## src/rtl/kenc_pkg.sv

```systemverilog
package kenc_pkg;

   // bits needed to index n items, never fewer than one
   function automatic int code_bits(input int n);
      return (n <= 2) ? 1 : $clog2(n);
   endfunction

endpackage

```

## src/rtl/kenc_prio.sv

```systemverilog
module kenc_prio
   import kenc_pkg::*;
#(
   parameter int NUM_KEYS = 16,
   parameter int CODE_W   = 4
) (
   input  logic [NUM_KEYS-1:0] lines,
   output logic [CODE_W-1:0]   idx,
   output logic                any,
   output logic                multi
);

   logic [NUM_KEYS-1:0] seen;
   logic [NUM_KEYS-1:0] dup;

   // ripple chain: seen = some line at or below g, dup = a second one found
   generate
      for (genvar g = 0; g < NUM_KEYS; g++) begin : g_chain
         if (g == 0) begin : g_first
            assign seen[g] = lines[g];
            assign dup[g]  = 1'b0;
         end else begin : g_next
            assign seen[g] = seen[g-1] | lines[g];
            assign dup[g]  = dup[g-1] | (seen[g-1] & lines[g]);
         end
      end
   endgenerate

   assign any   = seen[NUM_KEYS-1];
   assign multi = dup[NUM_KEYS-1];

   // later (higher) lines overwrite earlier ones
   always_comb begin
      idx = '0;
      for (int i = 0; i < NUM_KEYS; i++) begin
         if (lines[i]) idx = CODE_W'(i);
      end
   end

endmodule

```

## src/rtl/kenc_filter.sv

```systemverilog
module kenc_filter
   import kenc_pkg::*;
#(
   parameter int NUM_KEYS      = 16,
   parameter int STABLE_CYCLES = 8
) (
   input  logic                clk,
   input  logic                rst_n,
   input  logic [NUM_KEYS-1:0] keys_in,
   output logic [NUM_KEYS-1:0] key_q,
   output logic [NUM_KEYS-1:0] accepted
);

   always_ff @(posedge clk or negedge rst_n) begin
      if (!rst_n) key_q <= '0;
      else        key_q <= keys_in;
   end

   generate
      if (STABLE_CYCLES == 0) begin : g_bypass
         assign accepted = key_q;
      end else begin : g_count
         localparam int CNT_W = code_bits(STABLE_CYCLES);
         localparam logic [CNT_W-1:0] LAST = CNT_W'(STABLE_CYCLES - 1);

         logic [NUM_KEYS-1:0] cand;
         logic [CNT_W-1:0]    cnt;
         logic [NUM_KEYS-1:0] acc_r;

         always_ff @(posedge clk or negedge rst_n) begin
            if (!rst_n) begin
               cand  <= '0;
               cnt   <= '0;
               acc_r <= '0;
            end else if (key_q != cand) begin
               cand <= key_q;
               cnt  <= '0;
            end else if (cnt == LAST) begin
               acc_r <= cand;
            end else begin
               cnt <= cnt + 1'b1;
            end
         end

         assign accepted = acc_r;
      end
   endgenerate

endmodule

```

## src/rtl/kenc_top.sv

```systemverilog
module kenc_top
   import kenc_pkg::*;
#(
   parameter int  NUM_KEYS      = 16,
   parameter int  STABLE_CYCLES = 8,
   localparam int CODE_W        = code_bits(NUM_KEYS)
) (
   input  logic                clk,
   input  logic                rst_n,
   input  logic [NUM_KEYS-1:0] keys_in,
   output logic [CODE_W-1:0]   key_code,
   output logic                key_strobe,
   output logic                key_multi
);

   generate
      if (NUM_KEYS < 2) begin : g_bad_keys
         $error("kenc_top: NUM_KEYS must be at least 2");
      end
      if (STABLE_CYCLES < 0) begin : g_bad_stable
         $error("kenc_top: STABLE_CYCLES must not be negative");
      end
   endgenerate

   logic [NUM_KEYS-1:0] key_q;
   logic [NUM_KEYS-1:0] accepted;
   logic [CODE_W-1:0]   win_idx;
   logic                win_any;
   logic                win_multi;
   logic [CODE_W-1:0]   code_hold;

   kenc_filter #(
      .NUM_KEYS      (NUM_KEYS),
      .STABLE_CYCLES (STABLE_CYCLES)
   ) u_filter (
      .clk      (clk),
      .rst_n    (rst_n),
      .keys_in  (keys_in),
      .key_q    (key_q),
      .accepted (accepted)
   );

   kenc_prio #(
      .NUM_KEYS (NUM_KEYS),
      .CODE_W   (CODE_W)
   ) u_prio (
      .lines (accepted),
      .idx   (win_idx),
      .any   (win_any),
      .multi (win_multi)
   );

   always_ff @(posedge clk or negedge rst_n) begin
      if (!rst_n)       code_hold <= '0;
      else if (win_any) code_hold <= win_idx;
   end

   assign key_code   = win_any ? win_idx : code_hold;
   assign key_strobe = win_any;
   assign key_multi  = win_multi;

endmodule

```

## config.mk

```make
export PLATFORM = sky130hd
export DESIGN_NAME = kenc_top
export DESIGN_NICKNAME = d
export VERILOG_FILES = /design/src/rtl/kenc_pkg.sv /design/src/rtl/kenc_prio.sv /design/src/rtl/kenc_filter.sv /design/src/rtl/kenc_top.sv
export SDC_FILE = /design/constraint.sdc
export NUM_CORES = 1
export LEC_CHECK = 0
export BUFFER_PORTS_ARGS = -buffer_cell sky130_fd_sc_hd__clkbuf_2
export CORE_ASPECT_RATIO = 1.5
export CORE_MARGIN = 5
export CORE_UTILIZATION = 30
export CTS_BUF_LIST = sky130_fd_sc_hd__clkbuf_8
export DETAILED_ROUTE_END_ITERATION = 7
export GPL_TIMING_DRIVEN = 0
export PLACE_DENSITY = 0.47
export SLEW_MARGIN = 20
export SYNTH_ARGS = -nofsm -noshare
export SYNTH_HDL_FRONTEND = slang
export SYNTH_SLANG_ARGS = --single-unit
export TNS_END_PERCENT = 10
```

## constraint.sdc

```tcl
create_clock -name clk -period 2.2 [get_ports clk]
set_clock_uncertainty 0.2 [all_clocks]
set_input_delay 0.22 -clock clk [delete_from_list [all_inputs] [get_ports clk]]
set_output_delay 0.22 -clock clk [all_outputs]
set_load 0.05 [all_outputs]
```

==> results of run 1 <==
-- metrics by stage --
stage	setup TNS [ns]	std cells	hold WS, ns	total power [mW]
CTS	-2.359	336	0.1034	1.721
detailed placement	-5.432	297	-0.1137	1.157
global route	-3.801	338	0.1049	1.770
finish	-1.154	338	0.1046	1.696
floorplan	-0.5070	173	-0.2756	1.105
global placement	-5.625	296	0.1290	1.149
-- what timing repair did --
action,4_1_cts,5_1_grt
hold buffers,17,0
endpoints found under the hold margin,71,0
endpoints found under the setup margin,22,25
resized for setup,36,13
buffers inserted,13,2
pin swaps,14,3
cloned,1,0
-- worst max-delay path by stage --
stage	cells past startpoint	from	slack [ns]	end
floorplan	5	u_filter.accepted[1]$_DFFE_PN0P_	-0.25	key_multi
global placement	6	u_filter.accepted[1]$_DFFE_PN0P_	-0.42	key_multi
detailed placement	7	u_filter.g_count.cand[0]$_DFFE_PN0N_	-0.40	u_filter.accepted[5]$_DFFE_PN0P_
CTS	7	u_filter.accepted[0]$_DFFE_PN0P_	-0.56	key_multi
global route	7	u_filter.accepted[0]$_DFFE_PN0P_	-0.70	key_multi
finish	7	u_filter.accepted[0]$_DFFE_PN0P_	-0.60	key_multi
-- cell usage in the layout, fill, tap and decap left out, drive strengths merged, types with 3 or more instances in the layout --
master / synthesis / final
o21ai: 5 / 5
a21oi: 4 / 4
buf: 2 / 21
dfrtp: 55 / 55
nor4: 7 / 7
nand4: 3 / 3
nand2: 4 / 4
xor2: 17 / 17
nor2: 12 / 12
o31ai: 3 / 3
dlygate4sd3: 0 / 17
inv: 3 / 4
mux2: 16 / 16
clkbuf: 16 / 42
-- per-layer routing --
| metal | vias up | routed length, µm | GRT usage |
|---|---|---|---|
| met5 | - | 0 | 0 |
| met4 | 0 | 100 | 0.04397 |
| met3 | 10 | 193 | 0.02488 |
| met2 | 34 | 2276 | 0.1753 |
| met1 | 709 | 1734 | 0.1200 |
| li1 | 717 | - | - |
-- cell families after synthesis --
kind of cell | count (synthesis) | synth area share
buffers and inverters | 21 | 0.04221
and+or+nand+nor | 38 | 0.09623
xor gates and xnor gates | 17 | 0.06697
adders and majority gates | 3 | 0.01576
DFF | 55 | 0.6190
muxes | 18 | 0.09342
AOI/OAI and AO/OA | 21 | 0.06641
-- sequential cells by signal, summed over array words and instances, names as in the netlist --
name and flops:
u_filter.g_count.cnt 3, u_filter.accepted 16, u_filter.g_count.cand 16, u_filter.key_q 16, code_hold 4
-- where the power goes --
group	leakage, nW	internal (mW)	switching, mW
Sequential	0.681	1.04	0.0197
Clock	0.0453	0.219	0.317
Combinational	0.725	0.0567	0.0438
Total	1.45	1.32	0.380
-- final cells by class --
class,count,area [µm²],area share
Multi-Input combinational cell,97,858.3,0.2784
Tap cell,100,125.1,0.04058
Timing Repair Buffer,57,525.5,0.1705
Buffer,18,91.34,0.02963
Inverter,3,11.26,0.003653
Clock inverter,3,16.27,0.005276
Sequential cell,55,1386,0.4497
Clock buffer,5,68.82,0.02232
==> metrics.txt, run 1 <==
# TYPE chip_impl_metric gauge
chip_impl_metric{name="synth-edff-count",unit=""} 0
chip_impl_metric{name="worst_slew_pin_tran",unit="ns"} 0.3404
chip_impl_metric{name="total_congestion_overflow",unit=""} 0
chip_impl_metric{name="clkSlewWorstSetupHoldPaths",unit="ns"} 0.10
chip_impl_metric{name="max_cap_viol_count",unit=""} 0
chip_impl_metric{name="maxClockFrequency",unit="GHz"} 0.3574
chip_impl_metric{name="design.portCount",unit=""} 24
chip_impl_metric{name="dp_hpwl",unit="mm"} 2.923
chip_impl_metric{name="final-max-slew-violation-count",unit=""} 0
chip_impl_metric{name="fraction_of_final_layout_cells_with_drive_strength_greater_than_1",unit=""} 0.3739
chip_impl_info{name="tritoncts",value="built"} 1
chip_impl_metric{name="place_congestion",unit=""} 0.8468
chip_impl_metric{name="setup_failing_eps_final",unit=""} 14
chip_impl_metric{name="rrSetupSlack",unit="ns"} -0.03
chip_impl_info{name="post-synth-top-area-cell",value="dfrtp_1"} 1
chip_impl_metric{name="antenna_cells_inserted",unit=""} 0
chip_impl_metric{name="detail_route.vias_per_cell",unit=""} 4.349
chip_impl_info{name="rsz_0062_raised_after_global_routing",value="true"} 1
chip_impl_metric{name="synth_top_cell_area_share",unit=""} 0.6190
chip_impl_metric{name="core",unit="µm²"} 7227
chip_impl_info{name="regToRegEndpoint",value="u_filter.accepted[4]$_DFFE_PN0P_"} 1
chip_impl_metric{name="final_net_count",unit=""} 257
chip_impl_info{name="setup.worst_path.end_class",value="output pin"} 1
chip_impl_metric{name="ff2ff_path_depth",unit=""} 7
chip_impl_info{name="worstPathCellList",value="nor4_4, buf_4, nand3b_1, a222oi_1, nand3_1, or4_1, clkbuf_8"} 1
chip_impl_metric{name="synth-seq-area-share",unit=""} 0.6190
chip_impl_metric{name="area_delta_synth_final",unit="%"} 38.66
chip_impl_info{name="cpMaxStageDelayCell",value="or4_1"} 1
chip_impl_info{name="timing_worst_setup_path_type",value="register to output pin"} 1
chip_impl_metric{name="route.final.wire_length",unit="mm"} 4.304
chip_impl_metric{name="wl_per_cell",unit="µm"} 12.73
chip_impl_info{name="failing_checks",value="setup timing"} 1
chip_impl_metric{name="grt_start_max_net_pins",unit=""} 49
chip_impl_info{name="list_of_most_frequent_post_synthesis_cells",value="55 x dfrtp_1, 17 x xor2_1, 16 x clkbuf_1"} 1
chip_impl_metric{name="die_x",unit="µm"} 80.29
chip_impl_metric{name="timing.final.hold_violations",unit=""} 0
chip_impl_metric{name="worst_path_largest_cell_delay",unit="ns"} 0.49
chip_impl_metric{name="std_cell_rows",unit=""} 38
chip_impl_metric{name="design_area",unit="µm²"} 3083
chip_impl_metric{name="asyncSetResetFlopFracSynth",unit=""} 1.000
chip_impl_metric{name="clkSinkCount",unit=""} 55
chip_impl_metric{name="cp_num_buf_inv",unit=""} 2
chip_impl_metric{name="detailroute.via_count",unit=""} 1470
chip_impl_info{name="synth_top_cells_by_area",value="dfrtp_1 62%, mux2_2 7.1%, xor2_1 6.7%, clkbuf_1 2.7%, nor2_1 2.0%"} 1
chip_impl_metric{name="antenna_violating_nets_post_route",unit=""} 0
chip_impl_metric{name="drt_first_pass_iters",unit=""} 4
chip_impl_metric{name="clockBufferDepth",unit=""} 2
chip_impl_info{name="clockRootBuffer",value="clkbuf_8"} 1
chip_impl_metric{name="fin_crit",unit="ns"} 2.798
chip_impl_metric{name="synth.distinct_cells",unit=""} 35
chip_impl_metric{name="initial_antenna_violation_count",unit=""} 0
chip_impl_info{name="largest_delay_contributor_family_on_the_critical_path",value="simple AND/OR/NAND/NOR gates"} 1
chip_impl_metric{name="preCtsSetupSlack",unit="ns"} -0.3971
chip_impl_metric{name="insertion_delay",unit="ns"} 0.30
chip_impl_metric{name="critical_path_required",unit="ns"} 1.78
chip_impl_metric{name="yosysWarningCount",unit=""} 0
chip_impl_metric{name="post_synth_instance_area",unit="µm²"} 2223
chip_impl_metric{name="grt_pass1_wl",unit="mm"} 7.245
chip_impl_info{name="outcome",value="complete, but fails checks"} 1
chip_impl_metric{name="netlist_instances",unit=""} 173
chip_impl_info{name="cell_with_the_most_instances_after_synthesis",value="dfrtp_1"} 1
chip_impl_metric{name="layout.core_utilization",unit=""} 0.4266
chip_impl_metric{name="drt_iter0_markers",unit=""} 51
chip_impl_info{name="yosys_most_used_dff",value="dfrtp_1"} 1
chip_impl_metric{name="floorplan.initialDensity",unit=""} 0.3077
chip_impl_metric{name="drc",unit=""} 0
chip_impl_metric{name="vias_in_the_first_global_route",unit=""} 1517
chip_impl_metric{name="num-fill-cells",unit=""} 714
chip_impl_metric{name="power.density_cell_area",unit="nW/µm²"} 550.0
chip_impl_info{name="min_path_type",value="primary input to asynchronous set/reset pin"} 1
chip_impl_metric{name="timing.max_slew.rel_slack",unit=""} 0.7712
chip_impl_metric{name="die-height",unit="µm"} 115.4
chip_impl_metric{name="cts-htree-levels",unit=""} 2
chip_impl_metric{name="die_area",unit="µm²"} 9268
chip_impl_metric{name="io_buffer_count",unit=""} 23
chip_impl_metric{name="cts-buffers-inserted",unit=""} 5
chip_impl_metric{name="placement.cell_area",unit="µm²"} 2499
chip_impl_metric{name="synthesis.nets",unit=""} 193
chip_impl_metric{name="worst-path-max-fanout",unit=""} 3
chip_impl_metric{name="arrival",unit="ns"} 2.38
chip_impl_metric{name="layout_setup_ws",unit="ns"} -0.5983
chip_impl_metric{name="period_share",unit=""} 1.272
chip_impl_info{name="timing.rr.start",value="u_filter.g_count.cand[12]$_DFFE_PN0N_"} 1
chip_impl_metric{name="synth-seq-cells",unit=""} 55
chip_impl_metric{name="synth_area_per_cell",unit="µm²"} 12.85
chip_impl_metric{name="grt_util_all_layers",unit=""} 0.1019
chip_impl_metric{name="cellLeakagePower",unit="nW"} 1.451
chip_impl_info{name="critPathLaunchType",value="register"} 1
chip_impl_metric{name="vdd_ir_drop_max",unit="mV"} 0.3192
Note: power is estimated with default switching activity, not from simulation.
==> inputs of run 2 (changes only) <==
- ABC_AREA: unset -> 1
==> run 2 against run 1 <==
- the run still ends with setup timing left
- sequential power hardly changed
- clock power is 44% higher
- final area about the same
- global-route usage shrank 0.20 points
- synthesized cell count grew 29%
- critical path depth up 1
- utilization fell by 2.2 points
- first-iteration DRC count fell by 25%
- largest cell class unchanged
- highest routed layer unchanged
==> metrics.txt, run 2 <==
# TYPE chip_impl_metric gauge
chip_impl_metric{name="power.clock.fraction",unit=""} 0.398
chip_impl_metric{name="power.internal",unit="mW"} 1.553
chip_impl_metric{name="cts-buffers-inserted",unit=""} 5
chip_impl_metric{name="asyncSetResetFlopFracSynth",unit=""} 1.000
chip_impl_metric{name="post_synth_instance_area",unit="µm²"} 2341
chip_impl_metric{name="synth-edff-count",unit=""} 0
chip_impl_metric{name="yosysWarningCount",unit=""} 0
chip_impl_info{name="timing.rr.start",value="u_filter.g_count.cand[3]$_DFFE_PN0N_"} 1
chip_impl_info{name="regToRegEndpoint",value="u_filter.accepted[8]$_DFFE_PN0P_"} 1
chip_impl_metric{name="p_comb_frac",unit=""} 0.054
chip_impl_metric{name="antenna_violating_nets_post_route",unit=""} 0
chip_impl_info{name="min_path_type",value="primary input to asynchronous set/reset pin"} 1
chip_impl_metric{name="worst_path_largest_cell_delay",unit="ns"} 0.41
chip_impl_metric{name="netlist_instances",unit=""} 223
chip_impl_metric{name="critical_path_required",unit="ns"} 1.78
chip_impl_metric{name="synth_area_per_cell",unit="µm²"} 10.50
chip_impl_metric{name="drc",unit=""} 0
chip_impl_metric{name="fin_crit",unit="ns"} 2.291
chip_impl_metric{name="non_filler_instances",unit=""} 384
chip_impl_metric{name="detail_route.vias_per_cell",unit=""} 4.130
chip_impl_metric{name="route.final.wire_length",unit="mm"} 4.317
chip_impl_info{name="cell_with_the_most_instances_after_synthesis",value="dfrtp_1"} 1
chip_impl_metric{name="grt_util_all_layers",unit=""} 0.09995
chip_impl_metric{name="layout.core_utilization",unit=""} 0.4048
chip_impl_metric{name="dp_hpwl",unit="mm"} 3.174
chip_impl_metric{name="preCtsSetupSlack",unit="ns"} -0.02380
chip_impl_metric{name="max_cap_viol_count",unit=""} 0
chip_impl_metric{name="design.portCount",unit=""} 24
chip_impl_metric{name="detailroute.via_count",unit=""} 1586
chip_impl_info{name="clockRootBuffer",value="clkbuf_8"} 1
chip_impl_metric{name="die_x",unit="µm"} 82.13
chip_impl_info{name="layout.cells.most_common_list",value="54 x dfrtp_1, 34 x nand2_1, 19 x inv_1"} 1
chip_impl_metric{name="worst-path-max-fanout",unit=""} 4
chip_impl_metric{name="fraction_of_final_layout_cells_with_drive_strength_greater_than_1",unit=""} 0.3191
chip_impl_info{name="timing_worst_setup_path_type",value="register to output pin"} 1
chip_impl_metric{name="core",unit="µm²"} 7612
chip_impl_metric{name="hold-worst-slack",unit="ns"} 0.1288
chip_impl_metric{name="timing.max_slew.rel_slack",unit=""} 0.7909
chip_impl_metric{name="insertion_delay",unit="ns"} 0.31
chip_impl_metric{name="synth-seq-cells",unit=""} 55
chip_impl_metric{name="period_share",unit=""} 1.042
chip_impl_info{name="synth_top_cells_by_area",value="dfrtp_1 59%, nand2_1 5.6%, xnor2_1 5.2%, a21oi_2 4.9%, nor2_2 4.3%"} 1
chip_impl_metric{name="cellLeakagePower",unit="nW"} 1.461
chip_impl_info{name="rsz_0062_raised_after_global_routing",value="true"} 1
chip_impl_info{name="critPathLaunchType",value="register"} 1
chip_impl_metric{name="arrival",unit="ns"} 1.87
chip_impl_metric{name="drt_first_pass_iters",unit=""} 4
chip_impl_info{name="failing_checks",value="setup timing"} 1
chip_impl_metric{name="worst_slew_pin_tran",unit="ns"} 0.3124
chip_impl_info{name="cp-startpoint",value="u_filter.accepted[2]$_DFFE_PN0P_"} 1
chip_impl_metric{name="power.density_cell_area",unit="nW/µm²"} 629.3
chip_impl_metric{name="floorplan.initialDensity",unit=""} 0.3075
chip_impl_metric{name="vias_in_the_first_global_route",unit=""} 1600
chip_impl_metric{name="die_area",unit="µm²"} 9706
chip_impl_metric{name="placement.cell_area",unit="µm²"} 2614
chip_impl_info{name="cpMaxStageDelayCell",value="dfrtp_1"} 1
chip_impl_metric{name="final_net_count",unit=""} 301
chip_impl_metric{name="clockBufferDepth",unit=""} 2
chip_impl_metric{name="io_buffer_count",unit=""} 23
chip_impl_metric{name="cts-htree-levels",unit=""} 2
chip_impl_info{name="setup.worst_path.end_class",value="output pin"} 1
chip_impl_metric{name="timing.final.hold_violations",unit=""} 0
chip_impl_metric{name="drt_iter0_markers",unit=""} 38
chip_impl_metric{name="clkSlewWorstSetupHoldPaths",unit="ns"} 0.09
chip_impl_metric{name="area_delta_synth_final",unit="%"} 31.64
chip_impl_metric{name="antenna_cells_inserted",unit=""} 0
chip_impl_metric{name="place_congestion",unit=""} 0.7958
chip_impl_metric{name="std_cell_rows",unit=""} 39
chip_impl_metric{name="vdd_ir_drop_max",unit="mV"} 0.4087
chip_impl_metric{name="switch_pwr",unit="mW"} 0.3865
chip_impl_metric{name="final-max-slew-violation-count",unit=""} 0
chip_impl_metric{name="rrSetupSlack",unit="ns"} 0.47
chip_impl_info{name="outcome",value="complete, but fails checks"} 1
chip_impl_metric{name="layout_setup_ws",unit="ns"} -0.09143
chip_impl_info{name="tritoncts",value="built"} 1
chip_impl_metric{name="maxClockFrequency",unit="GHz"} 0.4364
chip_impl_metric{name="wl_per_cell",unit="µm"} 11.24
chip_impl_info{name="layout_commonest_cell",value="dfrtp_1"} 1
chip_impl_metric{name="synth_top_cell_area_share",unit=""} 0.5879
chip_impl_metric{name="placedCellCount",unit=""} 349
chip_impl_metric{name="synth.distinct_cells",unit=""} 28
chip_impl_metric{name="grt_pass1_wl",unit="mm"} 7.396
chip_impl_metric{name="synth-seq-area-share",unit=""} 0.5879
chip_impl_metric{name="total_congestion_overflow",unit=""} 0
chip_impl_metric{name="grt_start_max_net_pins",unit=""} 46
chip_impl_metric{name="initial_antenna_violation_count",unit=""} 0
chip_impl_metric{name="setup_failing_eps_final",unit=""} 5
chip_impl_info{name="list_of_most_frequent_post_synthesis_cells",value="55 x dfrtp_1, 35 x nand2_1, 20 x inv_1"} 1
chip_impl_metric{name="ff2ff_path_depth",unit=""} 7
chip_impl_metric{name="switching_share",unit=""} 0.1993
chip_impl_metric{name="synthesis.nets",unit=""} 243
chip_impl_info{name="worstPathCellList",value="nor2_2, nand2_2, nor2_4, nand4_1, nor2_4, nand2_1, nand4_1, buf_8"} 1
chip_impl_metric{name="clkSinkCount",unit=""} 55
chip_impl_info{name="yosys_most_used_dff",value="dfrtp_1"} 1
chip_impl_metric{name="seqPwrFrac",unit=""} 0.548
chip_impl_info{name="post-synth-top-area-cell",value="dfrtp_1"} 1
chip_impl_metric{name="design_area",unit="µm²"} 3082
chip_impl_metric{name="die-height",unit="µm"} 118.2
chip_impl_metric{name="num-fill-cells",unit=""} 789
run 2: per-layer routing:
| metal | vias up | wire length [µm] | track usage |
|---|---|---|---|
| li1 | 813 | - | - |
| met1 | 735 | 1775 | 0.1151 |
| met2 | 28 | 2241 | 0.1660 |
| met3 | 10 | 170 | 0.02816 |
| met4 | 0 | 129 | 0.04886 |
| met5 | - | 0 | 0 |
run 2: final cells by class:
cell class                 instances  area (µm²)  area share
clock inverter                     3       63.81     0.02071
tap                              102       127.6     0.04141
buffer                            19       93.84     0.03045
clock buffer                       5       68.82     0.02233
sequential                        55        1378      0.4470
multi-input combinational        128       825.8      0.2680
timing repair buffer              51       445.4      0.1445
inverter                          21       78.83     0.02558
run 2: stage by stage:
step,setup TNS [ns],total power [mW]
6_report,-0.3601,1.939
2_1_floorplan,0,1.118
3_5_place_dp,-0.03773,1.170
4_1_cts,-0.6632,1.978
3_3_place_gp,0,1.161
5_1_grt,-1.264,2.024
run 2: worst max path at each step:
stage                  end  slack, ns
2_1_floorplan    key_multi       0.26
3_3_place_gp   key_code[2]       0.02
3_5_place_dp   key_code[2]      -0.02
4_1_cts        key_code[2]      -0.18
5_1_grt        key_code[2]      -0.26
6_report       key_code[2]      -0.09
run 2: logic make-up (layout without fill, tap and decap cells):
family | count (synthesis) | after routing | synth area share
and+or+nand+nor | 78 | 78 | 0.1636
xor gates and xnor gates | 16 | 16 | 0.06307
buffers and inverters | 40 | 99 | 0.07375
DFF | 55 | 55 | 0.5879
AOI/OAI and AO/OA | 32 | 32 | 0.1010
adders and majority gates | 2 | 2 | 0.01069
run 2: worst max-delay path: cells and delay by family, from the launching register on:
family        cells  cell delay (ns)
simple gates      7             1.00
flops             1             0.41
buf+inv           1             0.16
run 2: power groups by stage:
stage	logic (mW)	clock network, mW	registers [mW]
2_1_floorplan	0.0378	0	1.08
3_3_place_gp	0.0772	0	1.08
3_5_place_dp	0.0850	0	1.08
4_1_cts	0.108	0.805	1.06
5_1_grt	0.119	0.837	1.07
6_report	0.104	0.772	1.06
run 2: timing repair:
action | CTS | global route
gates resized for setup | 15 | 13
setup buffers | 4 | 6
hold buffers | 17 | 0
pin swaps | 7 | 9
setup endpoints to repair | 6 | 6
endpoints found under the hold margin | 71 | 0
==> inputs of run 3 (changes only) <==
- SKIP_CTS_REPAIR_TIMING: unset -> 1
- clock period: 2.2 -> 2 ns (I/O delays scaled with it)
==> run 3 against run 2 <==
- the flow still finishes with violations (setup timing)
- global-route usage decreased by 0.28 points
- critical path depth increased by 1
- clock-buffer cell count unchanged
- utilization decreased by 1.0 points
- sequential power increased by 10%
- total power increased by 9.8%
- sequential cell count unchanged
- highest routed layer unchanged
==> metrics.txt, run 3 (synthesis gave the netlist of run 2 again) <==
# TYPE chip_impl_metric gauge
chip_impl_metric{name="drc",unit=""} 0
chip_impl_metric{name="p_comb_frac",unit=""} 0.054
chip_impl_metric{name="fin_crit",unit="ns"} 2.325
chip_impl_metric{name="layout_setup_ws",unit="ns"} -0.3250
chip_impl_metric{name="timing.final.hold_violations",unit=""} 0
chip_impl_metric{name="cts-buffers-inserted",unit=""} 5
chip_impl_metric{name="die-height",unit="µm"} 118.2
chip_impl_metric{name="hold-worst-slack",unit="ns"} 0.1071
chip_impl_metric{name="clockBufferDepth",unit=""} 2
chip_impl_info{name="outcome",value="complete, but fails checks"} 1
chip_impl_info{name="layout.cells.most_common_list",value="55 x dfrtp_1, 35 x nand2_1, 21 x inv_1"} 1
chip_impl_metric{name="vias_in_the_first_global_route",unit=""} 1558
chip_impl_metric{name="power.internal",unit="mW"} 1.708
chip_impl_metric{name="drt_iter0_markers",unit=""} 32
chip_impl_info{name="setup.worst_path.end",value="key_multi"} 1
chip_impl_metric{name="power.clock.fraction",unit=""} 0.397
chip_impl_metric{name="timing.max_slew.rel_slack",unit=""} 0.7884
chip_impl_metric{name="rrSetupSlack",unit="ns"} 0.26
chip_impl_metric{name="period_share",unit=""} 1.163
chip_impl_info{name="clockRootBuffer",value="clkbuf_8"} 1
chip_impl_metric{name="total_congestion_overflow",unit=""} 0
chip_impl_metric{name="insertion_delay",unit="ns"} 0.31
chip_impl_info{name="timing.rr.start",value="u_filter.g_count.cand[3]$_DFFE_PN0N_"} 1
chip_impl_metric{name="fin_total_pwr",unit="mW"} 2.130
chip_impl_info{name="cp-startpoint",value="u_filter.accepted[5]$_DFFE_PN0P_"} 1
chip_impl_info{name="min_path_type",value="primary input to asynchronous set/reset pin"} 1
chip_impl_metric{name="detail_route.vias_per_cell",unit=""} 4.090
chip_impl_metric{name="power.density_cell_area",unit="nW/µm²"} 708.7
chip_impl_metric{name="setup_failing_eps_final",unit=""} 6
chip_impl_metric{name="layout.core_utilization",unit=""} 0.3948
chip_impl_metric{name="core",unit="µm²"} 7612
chip_impl_metric{name="vdd_ir_drop_max",unit="mV"} 0.4500
chip_impl_metric{name="fraction_of_final_layout_cells_with_drive_strength_greater_than_1",unit=""} 0.2888
chip_impl_metric{name="dp_hpwl",unit="mm"} 3.174
chip_impl_metric{name="seqPwrFrac",unit=""} 0.549
chip_impl_info{name="tritoncts",value="built"} 1
chip_impl_metric{name="num-fill-cells",unit=""} 778
chip_impl_metric{name="preCtsSetupSlack",unit="ns"} -0.2038
chip_impl_metric{name="wl_per_cell",unit="µm"} 11.21
chip_impl_info{name="timing_worst_setup_path_type",value="register to output pin"} 1
chip_impl_metric{name="max_cap_viol_count",unit=""} 0
chip_impl_metric{name="final_net_count",unit=""} 296
chip_impl_metric{name="maxClockFrequency",unit="GHz"} 0.4301
chip_impl_metric{name="clkSlewWorstSetupHoldPaths",unit="ns"} 0.09
chip_impl_metric{name="worst-path-max-fanout",unit=""} 4
chip_impl_metric{name="detailroute.via_count",unit=""} 1550
chip_impl_metric{name="ff2ff_path_depth",unit=""} 7
chip_impl_metric{name="std_cell_rows",unit=""} 39
chip_impl_metric{name="antenna_cells_inserted",unit=""} 0
chip_impl_info{name="setup.worst_path.end_class",value="output pin"} 1
chip_impl_metric{name="area_delta_synth_final",unit="%"} 28.38
chip_impl_metric{name="io_buffer_count",unit=""} 23
chip_impl_metric{name="arrival",unit="ns"} 1.93
chip_impl_metric{name="switching_share",unit=""} 0.1981
chip_impl_info{name="critPathLaunchType",value="register"} 1
chip_impl_metric{name="non_filler_instances",unit=""} 379
chip_impl_metric{name="cellLeakagePower",unit="nW"} 1.427
chip_impl_metric{name="critical_path_required",unit="ns"} 1.60
chip_impl_metric{name="die_area",unit="µm²"} 9706
chip_impl_metric{name="worst_slew_pin_tran",unit="ns"} 0.3162
chip_impl_info{name="rsz_0062_raised_after_global_routing",value="true"} 1
chip_impl_info{name="layout_commonest_cell",value="dfrtp_1"} 1
chip_impl_metric{name="clkSinkCount",unit=""} 55
chip_impl_metric{name="grt_util_all_layers",unit=""} 0.09716
chip_impl_metric{name="route.final.wire_length",unit="mm"} 4.248
chip_impl_metric{name="design.portCount",unit=""} 24
chip_impl_metric{name="grt_pass1_wl",unit="mm"} 7.176
chip_impl_metric{name="antenna_violating_nets_post_route",unit=""} 0
chip_impl_metric{name="place_congestion",unit=""} 0.7958
chip_impl_info{name="failing_checks",value="setup timing"} 1
chip_impl_info{name="regToRegEndpoint",value="u_filter.accepted[8]$_DFFE_PN0P_"} 1
chip_impl_metric{name="die_x",unit="µm"} 82.13
chip_impl_metric{name="final-max-slew-violation-count",unit=""} 0
chip_impl_metric{name="drt_first_pass_iters",unit=""} 4
chip_impl_metric{name="cts-htree-levels",unit=""} 2
chip_impl_metric{name="placedCellCount",unit=""} 349
chip_impl_metric{name="grt_start_max_net_pins",unit=""} 46
chip_impl_metric{name="switch_pwr",unit="mW"} 0.4219
chip_impl_metric{name="floorplan.initialDensity",unit=""} 0.3075
chip_impl_metric{name="initial_antenna_violation_count",unit=""} 0
## run 3: changes by cell type in the layout (fill, tap and decap cells not counted), sizes merged
cell    previous run  this run
buf               19        15
clkbuf            39        38
## run 3: worst max-delay path: stages (launching register included)
cell and delay, ns:
dfrtp_1 0.40, nor2_2 0.16, nand3_2 0.13, nor2_4 0.16, nand2_1 0.08, nand2_1 0.08, o2111ai_1 0.13, nor2_1 0.19
nand3_1 0.12, buf_6 0.17
## run 3: worst min path at each step
stage / startpoint / to / slack [ns]
after floorplan: rst_n / code_hold[0]$_DFF_PN0_ / -0.30
after global placement: keys_in[8] / u_filter.key_q[8]$_DFF_PN0_ / 0.11
after detailed placement: rst_n / u_filter.key_q[5]$_DFF_PN0_ / -0.11
after CTS: rst_n / u_filter.key_q[5]$_DFF_PN0_ / -0.46
after global routing: rst_n / u_filter.key_q[5]$_DFF_PN0_ / 0.11
final: rst_n / u_filter.key_q[5]$_DFF_PN0_ / 0.11
## run 3: through the flow
step	area, µm²	setup TNS [ns]
after floorplan	2341	0
after global placement	2584	-0.6135
after detailed placement	2614	-0.7301
after CTS	2746	-2.853
after global routing	3005	-2.448
final	3005	-1.598
## run 3: layout make-up
cell class                      count  area, µm²  share of cell area
Sequential cell                    55       1376              0.4580
Inverter                           21      78.83             0.02623
Multi-Input combinational cell    128      812.0              0.2702
Tap cell                          102      127.6             0.04246
Buffer                             19      93.84             0.03122
Clock buffer                        5      68.82             0.02290
Clock inverter                      3      63.81             0.02123
Timing Repair Buffer               46      384.1              0.1278
## run 3: metal layers
metal  GRT usage  vias to the layer above  part of all wire
met5           0                        -                 0
met4     0.04782                        0             0.030
met3     0.02816                       10             0.039
met2      0.1609                       24              0.52
met1      0.1116                      713              0.41
li1            -                      803                 -
## run 3: power by group through the flow
stage	Combinational [mW]	Clock [mW]	Sequential, mW
after global placement	0.0849	0	1.19
after CTS	0.0938	0.886	1.17
after global routing	0.131	0.920	1.17
final	0.115	0.846	1.17
after floorplan	0.0416	0	1.19
after detailed placement	0.0935	0	1.19
